===== src/rtl/nyb_pkg.sv =====
package nyb_pkg;

  localparam int OPC_W = 4;

  localparam logic [OPC_W-1:0] OPC_NOP   = 4'h0;
  localparam logic [OPC_W-1:0] OPC_LOAD  = 4'h1;
  localparam logic [OPC_W-1:0] OPC_STORE = 4'h2;
  localparam logic [OPC_W-1:0] OPC_JZERO = 4'h3;
  localparam logic [OPC_W-1:0] OPC_INCR  = 4'h4;
  localparam logic [OPC_W-1:0] OPC_DECR  = 4'h5;
  localparam logic [OPC_W-1:0] OPC_SHOW  = 4'h6;
  localparam logic [OPC_W-1:0] OPC_BLANK = 4'h7;

  typedef enum logic [2:0] {
    ST_FETCH,
    ST_DECODE,
    ST_OPND_REQ,
    ST_OPND_CAP,
    ST_EXEC,
    ST_LOAD
  } nyb_state_e;

  typedef enum logic [1:0] {
    ACC_HOLD,
    ACC_INC,
    ACC_DEC,
    ACC_LOAD
  } acc_op_e;

  typedef enum logic [1:0] {
    LED_HOLD,
    LED_SHOW,
    LED_BLANK
  } led_op_e;

  typedef enum logic {
    ASEL_PC,
    ASEL_OPND
  } addr_sel_e;

  function automatic logic takes_operand(input logic [OPC_W-1:0] op);
    return (op == OPC_LOAD) || (op == OPC_STORE) || (op == OPC_JZERO);
  endfunction

endpackage


===== src/rtl/nyb_ctrl.sv =====
module nyb_ctrl
  import nyb_pkg::*;
#(
  parameter int OPND_N = 2
) (
  input  logic             clk,
  input  logic             rst,
  input  logic [OPC_W-1:0] opc,
  input  logic             acc_zero,
  output acc_op_e          acc_op,
  output led_op_e          led_op,
  output addr_sel_e        addr_sel,
  output logic             pc_inc,
  output logic             pc_load,
  output logic             opnd_shift,
  output logic             store_we
);

  localparam int CNT_W = (OPND_N > 1) ? $clog2(OPND_N) : 1;
  localparam logic [CNT_W-1:0] CNT_LAST = CNT_W'(OPND_N - 1);

  nyb_state_e       state_q, state_d;
  logic [OPC_W-1:0] ir_q;
  logic [CNT_W-1:0] cnt_q;
  logic             last_opnd;

  assign last_opnd = (cnt_q == CNT_LAST);

  always_comb begin
    state_d    = state_q;
    acc_op     = ACC_HOLD;
    led_op     = LED_HOLD;
    addr_sel   = ASEL_PC;
    pc_inc     = 1'b0;
    pc_load    = 1'b0;
    opnd_shift = 1'b0;
    store_we   = 1'b0;
    unique case (state_q)
      ST_FETCH: begin
        state_d = ST_DECODE;
      end
      ST_DECODE: begin
        pc_inc = 1'b1;
        if (takes_operand(opc)) begin
          state_d = ST_OPND_REQ;
        end else begin
          state_d = ST_FETCH;
          case (opc)
            OPC_INCR:  acc_op = ACC_INC;
            OPC_DECR:  acc_op = ACC_DEC;
            OPC_SHOW:  led_op = LED_SHOW;
            OPC_BLANK: led_op = LED_BLANK;
            default:   ;
          endcase
        end
      end
      ST_OPND_REQ: begin
        state_d = ST_OPND_CAP;
      end
      ST_OPND_CAP: begin
        opnd_shift = 1'b1;
        pc_inc     = 1'b1;
        state_d    = last_opnd ? ST_EXEC : ST_OPND_REQ;
      end
      ST_EXEC: begin
        addr_sel = ASEL_OPND;
        state_d  = ST_FETCH;
        case (ir_q)
          OPC_LOAD:  state_d = ST_LOAD;
          OPC_STORE: store_we = 1'b1;
          OPC_JZERO: pc_load = acc_zero;
          default:   ;
        endcase
      end
      ST_LOAD: begin
        acc_op  = ACC_LOAD;
        state_d = ST_FETCH;
      end
      default: state_d = ST_FETCH;
    endcase
  end

  always_ff @(posedge clk) begin
    if (rst) begin
      state_q <= ST_FETCH;
      ir_q    <= OPC_NOP;
      cnt_q   <= '0;
    end else begin
      state_q <= state_d;
      if (state_q == ST_DECODE) begin
        ir_q <= opc;
      end
      if (state_q == ST_OPND_CAP) begin
        cnt_q <= last_opnd ? '0 : cnt_q + 1'b1;
      end
    end
  end

endmodule


===== src/rtl/nyb_pcu.sv =====
module nyb_pcu #(
  parameter int DATA_W = 4,
  parameter int ADDR_W = 8
) (
  input  logic              clk,
  input  logic              rst,
  input  logic              pc_inc,
  input  logic              pc_load,
  input  logic              opnd_shift,
  input  logic [DATA_W-1:0] rdata,
  output logic [ADDR_W-1:0] pc,
  output logic [ADDR_W-1:0] opnd
);

  localparam int OPND_N = ADDR_W / DATA_W;

  function automatic logic [ADDR_W-1:0] seq_next(input logic [ADDR_W-1:0] cur);
    return cur + 1'b1;
  endfunction

  always_ff @(posedge clk) begin
    if (rst) begin
      pc <= '0;
    end else if (pc_load) begin
      pc <= opnd;
    end else if (pc_inc) begin
      pc <= seq_next(pc);
    end
  end

  generate
    if (OPND_N == 1) begin : g_single
      always_ff @(posedge clk) begin
        if (rst) begin
          opnd <= '0;
        end else if (opnd_shift) begin
          opnd <= ADDR_W'(rdata);
        end
      end
    end else begin : g_multi
      always_ff @(posedge clk) begin
        if (rst) begin
          opnd <= '0;
        end else if (opnd_shift) begin
          opnd <= {opnd[ADDR_W-DATA_W-1:0], rdata};
        end
      end
    end
  endgenerate

endmodule


===== src/rtl/nyb_acc.sv =====
module nyb_acc
  import nyb_pkg::*;
#(
  parameter int DATA_W = 4
) (
  input  logic              clk,
  input  logic              rst,
  input  acc_op_e           acc_op,
  input  led_op_e           led_op,
  input  logic [DATA_W-1:0] rdata,
  output logic [DATA_W-1:0] acc,
  output logic [DATA_W-1:0] led,
  output logic              acc_zero
);

  function automatic logic [DATA_W-1:0] wrap_up(input logic [DATA_W-1:0] v);
    return v + 1'b1;
  endfunction

  function automatic logic [DATA_W-1:0] wrap_down(input logic [DATA_W-1:0] v);
    return v - 1'b1;
  endfunction

  assign acc_zero = (acc == '0);

  always_ff @(posedge clk) begin
    if (rst) begin
      acc <= '0;
    end else begin
      unique case (acc_op)
        ACC_INC:  acc <= wrap_up(acc);
        ACC_DEC:  acc <= wrap_down(acc);
        ACC_LOAD: acc <= rdata;
        default:  ;
      endcase
    end
  end

  always_ff @(posedge clk) begin
    if (rst) begin
      led <= '0;
    end else begin
      unique case (led_op)
        LED_SHOW:  led <= acc;
        LED_BLANK: led <= '0;
        default:   ;
      endcase
    end
  end

endmodule


===== src/rtl/nyb_cpu.sv =====
module nyb_cpu
  import nyb_pkg::*;
#(
  parameter int DATA_W = 4,
  parameter int ADDR_W = 8
) (
  input  logic              clk,
  input  logic              rst,
  output logic [ADDR_W-1:0] mem_addr,
  input  logic [DATA_W-1:0] mem_rdata,
  output logic [DATA_W-1:0] mem_wdata,
  output logic              mem_we,
  output logic [DATA_W-1:0] led
);

  localparam int OPND_N = ADDR_W / DATA_W;

  acc_op_e           acc_op;
  led_op_e           led_op;
  addr_sel_e         addr_sel;
  logic              pc_inc, pc_load, opnd_shift, store_we;
  logic [ADDR_W-1:0] pc_q, opnd_q;
  logic [DATA_W-1:0] acc_q;
  logic              acc_zero;
  logic [OPC_W-1:0]  opc;

  // named events for the checker
  logic evt_inc, evt_dec, evt_load, evt_show, evt_blank, evt_jump;

  assign opc = mem_rdata[OPC_W-1:0];

  nyb_ctrl #(.OPND_N(OPND_N)) u_ctrl (
    .clk        (clk),
    .rst        (rst),
    .opc        (opc),
    .acc_zero   (acc_zero),
    .acc_op     (acc_op),
    .led_op     (led_op),
    .addr_sel   (addr_sel),
    .pc_inc     (pc_inc),
    .pc_load    (pc_load),
    .opnd_shift (opnd_shift),
    .store_we   (store_we)
  );

  nyb_pcu #(.DATA_W(DATA_W), .ADDR_W(ADDR_W)) u_pcu (
    .clk        (clk),
    .rst        (rst),
    .pc_inc     (pc_inc),
    .pc_load    (pc_load),
    .opnd_shift (opnd_shift),
    .rdata      (mem_rdata),
    .pc         (pc_q),
    .opnd       (opnd_q)
  );

  nyb_acc #(.DATA_W(DATA_W)) u_acc (
    .clk      (clk),
    .rst      (rst),
    .acc_op   (acc_op),
    .led_op   (led_op),
    .rdata    (mem_rdata),
    .acc      (acc_q),
    .led      (led),
    .acc_zero (acc_zero)
  );

  assign mem_addr  = (addr_sel == ASEL_OPND) ? opnd_q : pc_q;
  assign mem_wdata = acc_q;
  assign mem_we    = store_we;

  assign evt_inc   = (acc_op == ACC_INC);
  assign evt_dec   = (acc_op == ACC_DEC);
  assign evt_load  = (acc_op == ACC_LOAD);
  assign evt_show  = (led_op == LED_SHOW);
  assign evt_blank = (led_op == LED_BLANK);
  assign evt_jump  = pc_load;

endmodule


===== config.mk =====
export PLATFORM = sky130hd
export DESIGN_NAME = nyb_cpu
export DESIGN_NICKNAME = d
export VERILOG_FILES = /design/src/rtl/nyb_pkg.sv /design/src/rtl/nyb_ctrl.sv /design/src/rtl/nyb_pcu.sv /design/src/rtl/nyb_acc.sv /design/src/rtl/nyb_cpu.sv
export SDC_FILE = /design/constraint.sdc
export NUM_CORES = 1
export LEC_CHECK = 0
export ABC_AREA = 1
export ABC_CLOCK_PERIOD_IN_PS = 2500
export BUFFER_PORTS_ARGS = -buffer_cell sky130_fd_sc_hd__buf_4
export CAP_MARGIN = 10
export CORE_ASPECT_RATIO = 1.25
export CORE_MARGIN = 4
export CORE_UTILIZATION = 30
export DETAILED_ROUTE_END_ITERATION = 7
export MAX_ROUTING_LAYER = met4
export PLACE_DENSITY = 0.5
export SYNTH_ARGS = -nofsm -noshare
export SYNTH_HDL_FRONTEND = slang
export SYNTH_HIERARCHICAL = 1
export SYNTH_SLANG_ARGS = --single-unit

===== constraint.sdc =====
create_clock -name clk -period 2.5 [get_ports clk]
set_input_delay 0.125 -clock clk [delete_from_list [all_inputs] [get_ports clk]]
set_output_delay 0.125 -clock clk [all_outputs]
set_load 0.01 [all_outputs]

**Word level (Yosys, flattened, before mapping)**

Cells that the tools add are included.

- Reductions and logical operators: 8
- Eq/ne operators: 20
- Shift operators: 0
- Div/mod/pow operators: 0
- Muxes and demuxes: 23
- $mul: 0
- Bitwise logic cells: 0
- Order comparisons: 0
- Add/sub/neg operators: 4

Operator list:

| cell | count |
|---|---|
| 2-to-1 mux 8 bit | 3 |
| == test 4 x 2 -> 1 bit (second input constant) | 4 |
| == test 4 x 3 -> 1 bit (second input constant) | 4 |
| one-hot mux 3 bit (5 select lines) | 1 |
| one-hot mux 2 bit (2 select lines) | 3 |
| one-hot mux 4 bit (3 select lines) | 1 |
| adder 8 x 1 -> 8 bit (second input constant) | 1 |
| == test 4 x 1 -> 1 bit (second input constant) | 2 |
| 2-to-1 mux 1 bit | 8 |
| 2-to-1 mux 2 bit | 4 |
| one-hot mux 4 bit (2 select lines) | 1 |
| == test 2 bit (second input constant) | 3 |
| == test 3 x 2 -> 1 bit (second input constant) | 2 |
| == test 3 bit (second input constant) | 2 |
| 2-to-1 mux 3 bit | 2 |
| adder 4 x 1 -> 4 bit (second input constant) | 1 |
| == test 2 x 1 -> 1 bit (second input constant) | 2 |
| logical NOT 4 bit | 1 |
| nonzero test 2 bit | 2 |
| subtractor 4 x 1 -> 4 bit (second input constant) | 1 |
| == test 3 x 1 -> 1 bit (second input constant) | 1 |
| logical NOT 3 bit | 1 |
| nonzero test 3 bit | 1 |
| logical OR 1 bit | 2 |
| other kinds (2) | 2 |

- Word-level logic and storage cells: 62
- Output and inout port bits: 17
- Bits in registers: 32
- Bits in writable memories: 0
- Latch bits: 0
- Bits of input ports: 6
- Memories kept: 0
- Bits in read-only memories: 0

**Depth between registers and ports, before layout**

Gate-level depths: netlist (run 1).

- Depth in word-level cells: 7
- Gate-level depth with buffers: 15

**By module**

The synthesis (run 1) kept the hierarchy.

Modules (own cells, without submodules):

| module | area each (um2) | times used | cells an instance |
|---|---|---|---|
| nyb_pcu | 748.2 | 1 | 101 |
| nyb_acc | 498.0 | 1 | 79 |
| nyb_ctrl | 425.4 | 1 | 67 |
| nyb_cpu | 105.1 | 1 | 26 |

**Worst setup path before layout (run 1)**

No wires, ideal clock.

- Path type: reg2reg
- From: register u_ctrl.state_q[2]
- To: register u_acc.acc[2]
- Cell stages (with the launch flop): 12
- Path buffers: 0
- Required time: 2.378 ns
- Arrival time: 1.675 ns
- Clock period less this slack: 1.796 ns
- Path slack: 0.704 ns
- Library setup time: 0.122 ns
- Path through: dfxtp_1 -> inv_1 -> a21oi_1 -> nand3_1 -> nand2_1 -> inv_1 -> ha_1 -> inv_1 -> nand2_1 -> xnor2_1 -> o21ai_0 -> a21oi_1

- Word-level cells in the longest chain between the ends: 4
- Elaborated cells between the ends (all ways): 8
- Classes of those cells: 5 x eq/ne; 2 x mux; 1 x reduce/logical

Ends and longest elaborated chain:

| what | RTL line | source |
|---|---|---|
| start, declared | nyb_ctrl.sv:22 | `nyb_state_e state_q, state_d;` |
| start signal, assigned | nyb_ctrl.sv:89 | `state_q <= state_d;` |
| == test 3 bit or == test 3 x 1 -> 1 bit (tied branches) | nyb_ctrl.sv:38 | `unique case (state_q)` |
| one-hot mux 2 bit (2 select lines) (*) | nyb_ctrl.sv:38 |  |
| named net acc_op[1] | nyb_cpu.sv:18 | `acc_op_e acc_op;` |
| == test 2 bit or == test 2 x 1 -> 1 bit (tied branches) | nyb_acc.sv:30 | `unique case (acc_op)` |
| one-hot mux 4 bit (3 select lines) or nonzero test 3 bit (tied branches) | -- |  |
| end signal, assigned | nyb_acc.sv:31 | `ACC_INC: acc <= wrap_up(acc);` |
| end signal, assigned | nyb_acc.sv:32 | `ACC_DEC: acc <= wrap_down(acc);` |
| end signal, assigned | nyb_acc.sv:33 | `ACC_LOAD: acc <= rdata;` |
| end, declared | nyb_acc.sv:11 | `output logic [DATA_W-1:0] acc,` |

The timed path passes the listed nets; every way through them passes the cells marked *.
A chain may end at the register's enable or synchronous reset.

**Worst setup path after layout (run 1)**

- From: register u_acc.acc[2]
- To: register u_pcu.pc[6]

- Word-level cells in the longest chain between the ends: 4
- Elaborated cells between the ends (all ways): 5
- Classes of those cells: 3 x mux; 2 x reduce/logical

Ends and longest elaborated chain:

| what | RTL line | source |
|---|---|---|
| logical NOT 4 bit (*) | nyb_acc.sv:24 | `assign acc_zero = (acc == '0);` |
| named net acc_zero | nyb_cpu.sv:24 | `logic acc_zero;` |
| 2-to-1 mux 1 bit (*) | nyb_ctrl.sv:68 | `case (ir_q)` |
| 2-to-1 mux 1 bit (*) | nyb_ctrl.sv:38 |  |
| named net evt_jump | nyb_cpu.sv:28 | `logic evt_inc, evt_dec, evt_load, evt_show, evt_blank, evt_jump;` |
| 2-to-1 mux 8 bit or nonzero test 2 bit (tied branches) | -- |  |
| end signal, assigned | nyb_pcu.sv:25 | `pc <= opnd;` |
| end signal, assigned | nyb_pcu.sv:27 | `pc <= seq_next(pc);` |
| end, declared | nyb_pcu.sv:11 | `output logic [ADDR_W-1:0] pc,` |

Marks and branches as above.

==> results of run 1 <==
## report_power, final
part	total (mW)	switching [mW]	internal (mW)	leakage [nW]
Clock	0.403	0.179	0.224	0.0455
Combinational	0.0959	0.0600	0.0359	0.649
Sequential	0.537	0.0128	0.524	0.259
## worst min-delay path, stage by stage
cell and delay (ns):
buf_4 0.11, nor2_1 0.05, nor2_1 0.08
## registers in the layout, indices dropped and copies added, names as in the netlist
signal          flops
u_acc/acc           4
u_acc/led           4
u_pcu/opnd          8
u_ctrl/cnt_q        1
u_ctrl/state_q      3
u_pcu/pc            8
u_ctrl/ir_q         4
## layout make-up
type / count / area [um2]
fill: 640 / 3680
clock buffer: 8 / 90.1
tap: 66 / 82.6
sequential: 32 / 641
inverter: 41 / 155
timing repair buffer: 24 / 180
multi-input combinational: 196 / 950
## layout by cell type (no fill, tap or decap)
cell and n:
a21oi_1 24, o21ai_0 20, inv_1 34, nor2_4 2, buf_4 24, nand3_1 18
clkinv_2 1, dfxtp_1 32, o21ai_1 2, nor2_1 35, nand3_2 2, clkbuf_1 2
nand2_2 5, nor3_1 2, inv_2 6, o221ai_1 1, a22oi_1 5, xnor2_1 2
nand2_1 66, clkbuf_8 6, xor2_1 1, nor2_2 2, a21oi_2 2, o21bai_1 1
ha_1 3, nor4_1 3
## per-stage QoR
| step | setup WS [ns] | utilization | hold slack, ns | cell area (um2) | std cells |
|---|---|---|---|---|---|
| final | 0.396 | 0.363 | 0.124 | 2100 | 367 |
| after global routing | 0.222 | 0.363 | 0.136 | 2100 | 367 |
| after CTS | 0.377 | 0.363 | 0.112 | 2100 | 367 |
| after detailed placement | 0.400 | 0.347 | 0.407 | 2010 | 359 |
| after global placement | 0.398 | 0.347 | 0.406 | 2010 | 359 |
| after floorplan | 0.704 | - | 0.187 | 1780 | 273 |
## kinds of logic (layout without fill, tap and decap cells)
logic type	count (synthesis)	in the layout	share of synthesized area
AO/OA/AOI/OAI	55	55	0.170
AND/OR/NAND/NOR	135	135	0.329
XOR/XNOR	3	3	0.0148
flip-flops	32	32	0.361
adder cells (fa/ha/maj)	3	3	0.0211
buffers and inverters	45	73	0.105
## worst max-delay path by stage
stage	startpoint	end	slack, ns	cells after the start
floorplan	u_ctrl/state_q[2]	u_acc/acc[2]	0.70	11
global placement	u_acc/acc[3]	u_pcu/pc[7]	0.40	7
detailed placement	u_acc/acc[2]	u_pcu/pc[6]	0.40	7
CTS	u_acc/acc[2]	u_pcu/pc[7]	0.38	7
global route	u_acc/acc[2]	u_pcu/pc[7]	0.22	7
finish	u_acc/acc[2]	u_pcu/pc[6]	0.40	7
## synth_stat cells, drive strengths merged, types with 2 or more instances
library cell	n
nand3	20
buf	3
nor4	3
ha	3
dfxtp	32
xnor2	2
nor3	2
a22oi	5
inv	40
nand2	71
o21ai	22
nor2	39
a21oi	26
## per-layer routing
metal  vias up  routed length (um)  global-route usage
li1        931                   -                   -
met1       789                1940               0.157
met2        35                2290               0.235
met3         2                 192              0.0288
met4         0                  14              0.0408
met5         -                   0                   -
==> reports/summary.txt, run 1 <==
Status: finished clean
Leak pwr: 0.954 nW
Syn Nets: 282
Initial detailed-routing violation count: 71
Reg-to-reg startpoint: u_acc/acc[2]
Worst setup EP type: flop
Clock sinks: 32
CTS Hold Bufs: 0
Number of global-route vias before repair: 1,623
H-tree depth: 2
Worst-path clk slew: 0.07 ns
Delay-heaviest family, CP: simple AND/OR/NAND/NOR gates
Drt first pass iters: 4
Antenna violations before repair: 0
Die Area: 0.00723 mm2
Synth top area cells: dfxtp_1 (36%), nand2_1 (14%), nor2_1 (7.4%)
RSZ-0062 raised after global routing: false
Setup violations, final: 0
CTS max path bufs: 2
Final Hold Fails: 0
Mapped Cells: 273
First-pass GRT wire length: 7560 um
Slew headroom: 0.641
Detailed Place HPWL: 3380 um
Post-synth EDFFs: 0
Min Tclk post-route: 2.10 ns
Yosys cell types: 26
Core ar.: 0.00578 mm2
# IOs: 23
Top cell type's share of synthesized area: 0.361
PostCTS Resize Cnt: 0
Post-DRT Antenna Nets: 0
Min-delay src: mem_rdata[3]
Crit-path cells: nor4_1 > nand2_1 > nor4_1 > buf_4 > nor2_4 > a22oi_1 > a21oi_2
Fmax: 475 MHz
Hold Path Cell Cnt: 3
Latest clock arrival within the worst-skew pair: 0.28 ns
Synth Area per Inst: 6.51 um2
Postcts setup bufs: 0
CTS tree: done
CP Data Arrival Time: 2.27 ns
R2R depth: 7
Max-cap violations: 0
Num CTS Buffers: 5
Seq cells post-synth: 32
Num rows: 31
Via count: 1,757
Max incr delay on CP: 0.51 ns
Initial Util: 0.307
Max-slew violation count: 0
Hold/Removal Path Class: input pin to flop
Routed WL per cell: 12.1 um
R2r setup slk: 0.40 ns
Ys flop type: dfxtp_1
Hold Path Sink: u_pcu/opnd[3]
Post-route DRC: 0
Setup_tns: 0 ns
# diodes: 0
IO Port Bufs: 22
CP Launch Type: flop
Gpl congestion: 0.798
Root Driver: clkbuf_8
CP bufs+invs: 1
Crit-path most repeated cell: nor4_1
Worst setup path class: flop to flop
Worst endpoint required time: 2.66 ns
Largest net degree at the start of global routing: 20
Overall global routing resource usage: 0.136
PwrDens: 494 mW/mm2
Sequential fraction of the synthesis area: 0.361
Cell taking the most area after synthesis: dfxtp_1
Worst-Margin Slew: 0.534 ns
Layout Area Growth over Synthesis: 18.1%
Via-to-Cell Ratio: 4.79
Drt total wl: 4430 um
Die Ht: 94.0 um
Worst path slowest cell: nor4_1
Final net count: 309
Die extent in x: 76.8 um
Total grt overflow: 0
YS warnings: 6
Crit path max fanout: 7
Tcrit/Tclk final: 0.841
Synth async-reset ratio: 0
Peak supply drop: 0.303 mV
Setup Skew: 0.00432 ns
Worst reg2reg endpoint: u_pcu/pc[6]
Synthesized area: 0.00178 mm2
Share of cells above drive strength 1: 0.166
Total Power: 1.04 mW
Power figures use the tool's default switching activity.
==> run 2: changes to the inputs <==
--- a/config.mk
+++ b/config.mk
@@ -6,7 +6,7 @@
 export NUM_CORES = 1
 export LEC_CHECK = 0
 export ABC_AREA = 1
-export ABC_CLOCK_PERIOD_IN_PS = 2500
+export ABC_CLOCK_PERIOD_IN_PS = 2000
 export BUFFER_PORTS_ARGS = -buffer_cell sky130_fd_sc_hd__buf_4
 export CAP_MARGIN = 10
 export CORE_ASPECT_RATIO = 1.25
==> constraint.sdc (replaced) <==
create_clock -name clk -period 2 [get_ports clk]
set_input_delay 0.1 -clock clk [delete_from_list [all_inputs] [get_ports clk]]
set_output_delay 0.1 -clock clk [all_outputs]
set_load 0.01 [all_outputs]
==> reports/summary.txt, run 2 (synthesized netlist as in run 1, its figures left out) <==
Status: finished clean
Clock sinks: 32 (unchanged)
Postcts setup bufs: 0 (unchanged)
CTS max path bufs: 2 (unchanged)
Reg-to-reg startpoint: u_ctrl/state_q[2]
Detailed Place HPWL: 3420 um (+1.1%)
Max-slew violation count: 0 (unchanged)
Max-cap violations: 0 (unchanged)
Num CTS Buffers: 5 (unchanged)
RSZ-0062 raised after global routing: false
CTS tree: done
Setup_tns: 0 ns (unchanged)
Most common cell after layout, fill and taps aside: nand2_1
Overall global routing resource usage: 0.138 (+0.00229)
Worst-Margin Slew: 0.489 ns (-0.0449 ns)
Final net count: 319 (+3.2%)
Latest clock arrival within the worst-skew pair: 0.28 ns (about the same)
Via count: 1,754 (-0.17%)
Placed Cells: 369 (+2.8%)
Slew headroom: 0.673 (+0.0320)
Via-to-Cell Ratio: 4.65 (-2.8%)
First-pass GRT wire length: 7710 um (+2.0%)
Number of global-route vias before repair: 1,713 (+5.5%)
Top Registers: u_pcu/opnd: 8 flops, u_pcu/pc: 8 flops
Hold/Removal Path Class: input pin to flop
Final Hold Fails: 0 (unchanged)
Critical Path End: u_acc/acc[2]
Root Driver: clkbuf_8
H-tree depth: 2 (unchanged)
Initial detailed-routing violation count: 103 (+45%)
Core ar.: 0.00578 mm2 (unchanged)
Leak pwr: 1.01 nW (+6.2%)
Total grt overflow: 0 (unchanged)
Worst-path clk slew: 0.07 ns (about the same)
Die extent in x: 76.8 um (unchanged)
Final cell count without fillers: 377 (+2.7%)
Layout Area Growth over Synthesis: 23.0%
Crit-path cells: inv_1 > a21oi_1 > nand3_1 > nand2_1 > inv_1 > ha_1 > inv_1 > nand2_1 > xnor2_1 > o21ai_0 > a21oi_1
Initial Util: 0.307 (unchanged)
Share of cells above drive strength 1: 0.206 (+0.0397)
Crit path max fanout: 5 (-2)
Most frequent cells in the layout: nand2_1 (66), nor2_1 (35), buf_4 (34), inv_1 (34), dfxtp_1 (32)
Worst reg2reg endpoint: u_acc/acc[2]
Die Ht: 94.0 um (unchanged)
Max incr delay on CP: 0.39 ns (-0.12 ns)
Worst endpoint required time: 2.16 ns (-0.50 ns)
R2R depth: 11 (+4)
CP Launch Type: flop
IO Port Bufs: 22 (unchanged)
Tcrit/Tclk final: 0.916 (+0.0750)
Num rows: 31 (unchanged)
Drt total wl: 4500 um (+1.6%)
Worst setup path class: flop to flop
Worst Setup SP: u_ctrl/state_q[2]
PostCTS Resize Cnt: 0 (unchanged)
CTS Hold Bufs: 0 (unchanged)
Post-DRT Antenna Nets: 0 (unchanged)
Drt first pass iters: 4 (unchanged)
Antenna violations before repair: 0 (unchanged)
Worst setup EP type: flop
# IOs: 23 (unchanged)
Worst path slowest cell: dfxtp_1
Fmax: 546 MHz (+15%)
Largest net degree at the start of global routing: 20 (unchanged)
CP Data Arrival Time: 2.00 ns (-0.27 ns)
PwrDens: 599 mW/mm2 (+21%)
Gpl congestion: 0.869 (+8.8%)
Crit-path most repeated cell: inv_1
Setup violations, final: 0 (unchanged)
# diodes: 0 (unchanged)
Routed WL per cell: 11.9 um (-1.1%)
Setup Skew: 0.00379 ns (-0.000529 ns)
Peak supply drop: 0.247 mV (-19%)
Die Area: 0.00723 mm2 (unchanged)
R2r setup slk: 0.17 ns (-0.23 ns)
Post-route DRC: 0 (unchanged)
Min Tclk post-route: 1.83 ns (-0.271 ns)
## run 2: worst max-delay path, delay by kind of cell, from the launching register on
family                   cells  cell delay, ns
AO/OA/AOI/OAI                3            0.50
XOR/XNOR                     1            0.12
adder cells (fa/ha/maj)      1            0.17
buffers and inverters        3            0.23
flip-flops                   1            0.39
AND/OR/NAND/NOR              3            0.32
## run 2: worst min path at each step
stage	end	start	cells past startpoint	slack (ns)
CTS	u_pcu/opnd[3]	mem_rdata[3]	3	0.09
finish	u_pcu/opnd[2]	mem_rdata[2]	3	0.10
detailed placement	u_pcu/opnd[2]	mem_rdata[2]	3	0.39
global route	u_pcu/opnd[1]	mem_rdata[1]	3	0.11
floorplan	u_acc/acc[3]	rst	1	0.16
global placement	u_pcu/opnd[2]	mem_rdata[2]	3	0.38
## run 2: power breakdown
part	switching, mW	total (mW)	internal (mW)
Clock	0.237	0.511	0.274
Sequential	0.0144	0.669	0.655
Combinational	0.0802	0.129	0.0493
## run 2: metal layers
layer	track usage	vias up	wire, um
li1	-	951	-
met1	0.157	774	2110
met2	0.239	23	2190
met3	0.0278	6	126
met4	0.0529	0	69
met5	-	-	0
## run 2: cell type report
| type | count | area, um2 |
|---|---|---|
| Fill cell | 620 | 3590 |
| Multi-Input combinational cell | 196 | 960 |
| Sequential cell | 32 | 641 |
| Timing Repair Buffer | 34 | 255 |
| Inverter | 41 | 155 |
| Clock buffer | 6 | 82.6 |
| Tap cell | 66 | 82.6 |
| Clock inverter | 2 | 10.0 |
## run 2: stage by stage
step	area (um2)	hold WS (ns)	setup slack (ns)	total power, mW	utilization
final	2190	0.102	0.167	1.31	0.378
after global routing	2190	0.111	0.0128	1.38	0.378
after CTS	2180	0.0910	0.165	1.34	0.376
after detailed placement	2080	0.388	0.182	0.812	0.360
after global placement	2080	0.381	0.175	0.813	0.360
after floorplan	1780	0.162	0.204	0.756	-
==> run 3: changes to the inputs <==
--- a/config.mk
+++ b/config.mk
@@ -15,6 +15,7 @@
 export DETAILED_ROUTE_END_ITERATION = 7
 export MAX_ROUTING_LAYER = met4
 export PLACE_DENSITY = 0.5
+export REMOVE_ABC_BUFFERS = 1
 export SYNTH_ARGS = -nofsm -noshare
 export SYNTH_HDL_FRONTEND = slang
 export SYNTH_HIERARCHICAL = 1
==> constraint.sdc (replaced) <==
create_clock -name clk -period 2 [get_ports clk]
set_input_delay 0.1 -clock clk [delete_from_list [all_inputs] [get_ports clk]]
set_output_delay 0.1 -clock clk [all_outputs]
set_load 0.005 [all_outputs]
==> reports/summary.txt, run 3 (synthesized netlist as in run 1, its figures left out) <==
Status: finished clean
Placed Cells: 367 (-0.54%)
CP Launch Type: flop
Total Power: 1.41 mW (+7.7%)
Post-route DRC: 0 (unchanged)
Post-DP Area: 0.00207 mm2 (-0.72%)
Latest clock arrival within the worst-skew pair: 0.28 ns (about the same)
Via-to-Cell Ratio: 4.84 (+4.1%)
Fillers: 625 (+0.81%)
Clock sinks: 32 (unchanged)
Peak supply drop: 0.397 mV (+61%)
Worst setup path class: flop to flop
Die extent in x: 76.8 um (unchanged)
Drt total wl: 4640 um (+3.0%)
Most common cell after layout, fill and taps aside: nand2_1
First-pass GRT wire length: 7880 um (+2.2%)
Worst hold margin: 0.0958 ns (-0.00624 ns)
Crit-path most repeated cell: inv_1
Worst-path clk slew: 0.07 ns (about the same)
Via count: 1,826 (+4.1%)
Slew headroom: 0.679 (+0.00668)
Detailed Place HPWL: 3540 um (+3.8%)
Layout Area Growth over Synthesis: 24.4%
# diodes: 0 (unchanged)
Worst endpoint required time: 2.16 ns (about the same)
Routed WL per cell: 12.3 um (+3.0%)
IO Port Bufs: 22 (unchanged)
Overall global routing resource usage: 0.139 (+0.00129)
Total grt overflow: 0 (unchanged)
Share of cells above drive strength 1: 0.209 (+0.00322)
Antenna violations before repair: 0 (unchanged)
Leak pwr: 1.02 nW (+0.38%)
Largest net degree at the start of global routing: 20 (unchanged)
Worst path slowest cell: dfxtp_1
Core ar.: 0.00578 mm2 (unchanged)
Gpl congestion: 0.852 (-2.0%)
Max incr delay on CP: 0.40 ns (about the same)
Num rows: 31 (unchanged)
Final cell count without fillers: 377 (unchanged)
Design area: 0.00221 mm2 (+1.1%)
Drt first pass iters: 4 (unchanged)
Top Registers: u_pcu/opnd: 8 flops, u_pcu/pc: 8 flops
PwrDens: 638 mW/mm2 (+6.5%)
# IOs: 23 (unchanged)
Tcrit/Tclk final: 0.963 (+0.0467)
Worst-Margin Slew: 0.479 ns (-0.00998 ns)
Hold/Removal Path Class: input pin to flop
Setup violations, final: 0 (unchanged)
Setup Skew: 0.00763 ns (+0.00384 ns)
CTS tree: done
Delay-heaviest family, CP: compound AO/OA/AOI/OAI gates
Crit-path cells: inv_1 > a21oi_2 > inv_1 > nand2_2 > nand2_1 > nand2_1 > inv_1 > ha_1 > inv_1 > nand2_1 > xnor2_1 > o21ai_0 > a21oi_1
Most frequent cells in the layout: nand2_1 (66), nor2_1 (35), buf_4 (34), inv_1 (34), dfxtp_1 (32)
Final Hold Fails: 0 (unchanged)
Initial Util: 0.307 (unchanged)
Die Area: 0.00723 mm2 (unchanged)
Num CTS Buffers: 5 (unchanged)
Max-slew violation count: 0 (unchanged)
Initial detailed-routing violation count: 43 (-58%)
Max-cap violations: 0 (unchanged)
Fmax: 519 MHz (-4.8%)
Min Tclk post-route: 1.93 ns (+0.0934 ns)
Number of global-route vias before repair: 1,773 (+3.5%)
CP Data Arrival Time: 2.09 ns (+0.09 ns)
Post-DRT Antenna Nets: 0 (unchanged)
CTS Hold Bufs: 0 (unchanged)
Crit path max fanout: 5 (unchanged)
Final net count: 319 (unchanged)
Die Ht: 94.0 um (unchanged)
CTS max path bufs: 2 (unchanged)
H-tree depth: 2 (unchanged)
Root Driver: clkbuf_8
Worst setup EP type: flop
CP bufs+invs: 4 (+1)
==> run 3: changes by cell type in the layout (fill, tap and decap cells not counted) <==
| cell | change |
|---|---|
| nor4_2 | +1 |
| clkbuf_1 | +1 |
| clkbuf_8 | -1 |
| a21oi_1 | -1 |
| bufinv_16 | +1 |
| a21oi_2 | +1 |
| clkinv_2 | -1 |
| nor4_1 | -1 |
==> run 3: worst paths after layout <==
kind                                        start        endpoint  slack [ns]  cells after the start
worst min register to register     u_ctrl/ir_q[3]  u_ctrl/ir_q[3]        0.47                      2
worst max register to register  u_ctrl/state_q[2]    u_acc/acc[2]        0.07                     13
worst max-delay path            u_ctrl/state_q[2]    u_acc/acc[2]        0.07                     13
worst min-delay path                 mem_rdata[2]   u_pcu/opnd[2]         0.1                      3
==> run 3: where the power goes <==
group	leakage (nW)	internal (mW)	total [mW]	switching, mW
sequential	0.259	0.654	0.668	0.0138
clock	0.0552	0.370	0.611	0.242
combinational	0.702	0.0512	0.131	0.0793
==> run 3: area by class of cell <==
class                           instances  area, um2  area share
Timing Repair Buffer                   34        255       0.115
Sequential cell                        32        641       0.290
Tap cell                               66       82.6      0.0374
Clock inverter                          2       35.0      0.0158
Multi-Input combinational cell        196        970       0.439
Clock buffer                            6       72.6      0.0328
Inverter                               41        155      0.0702
==> run 3: layer usage <==
layer  vias to the layer above  global-route usage  part of all wire
li1                        945                   -                 -
met2                        46               0.256              0.51
met5                         -                   -                 0
met3                         8              0.0298             0.040
met4                         0              0.0453             0.016
met1                       827               0.149              0.43
==> run 3: tightest hold or removal path: stages <==
cell and delay, ns:
buf_4 0.11, nor2_1 0.05, nor2_1 0.08
==> run 3: repair_timing <==
action                     4_1_cts  5_1_grt
setup endpoints to repair        0        3
resized for setup                0        4
setup buffers                    0        2
==> run 3: stage by stage <==
step	setup WS (ns)	TNS [ns]	utilization
floorplan	-0.352	-2.37	-
global placement	0.131	0	0.358
detailed placement	0.0892	0	0.358
CTS	0.0771	0	0.376
global route	-0.0155	-0.0165	0.383
finish	0.0737	0	0.383
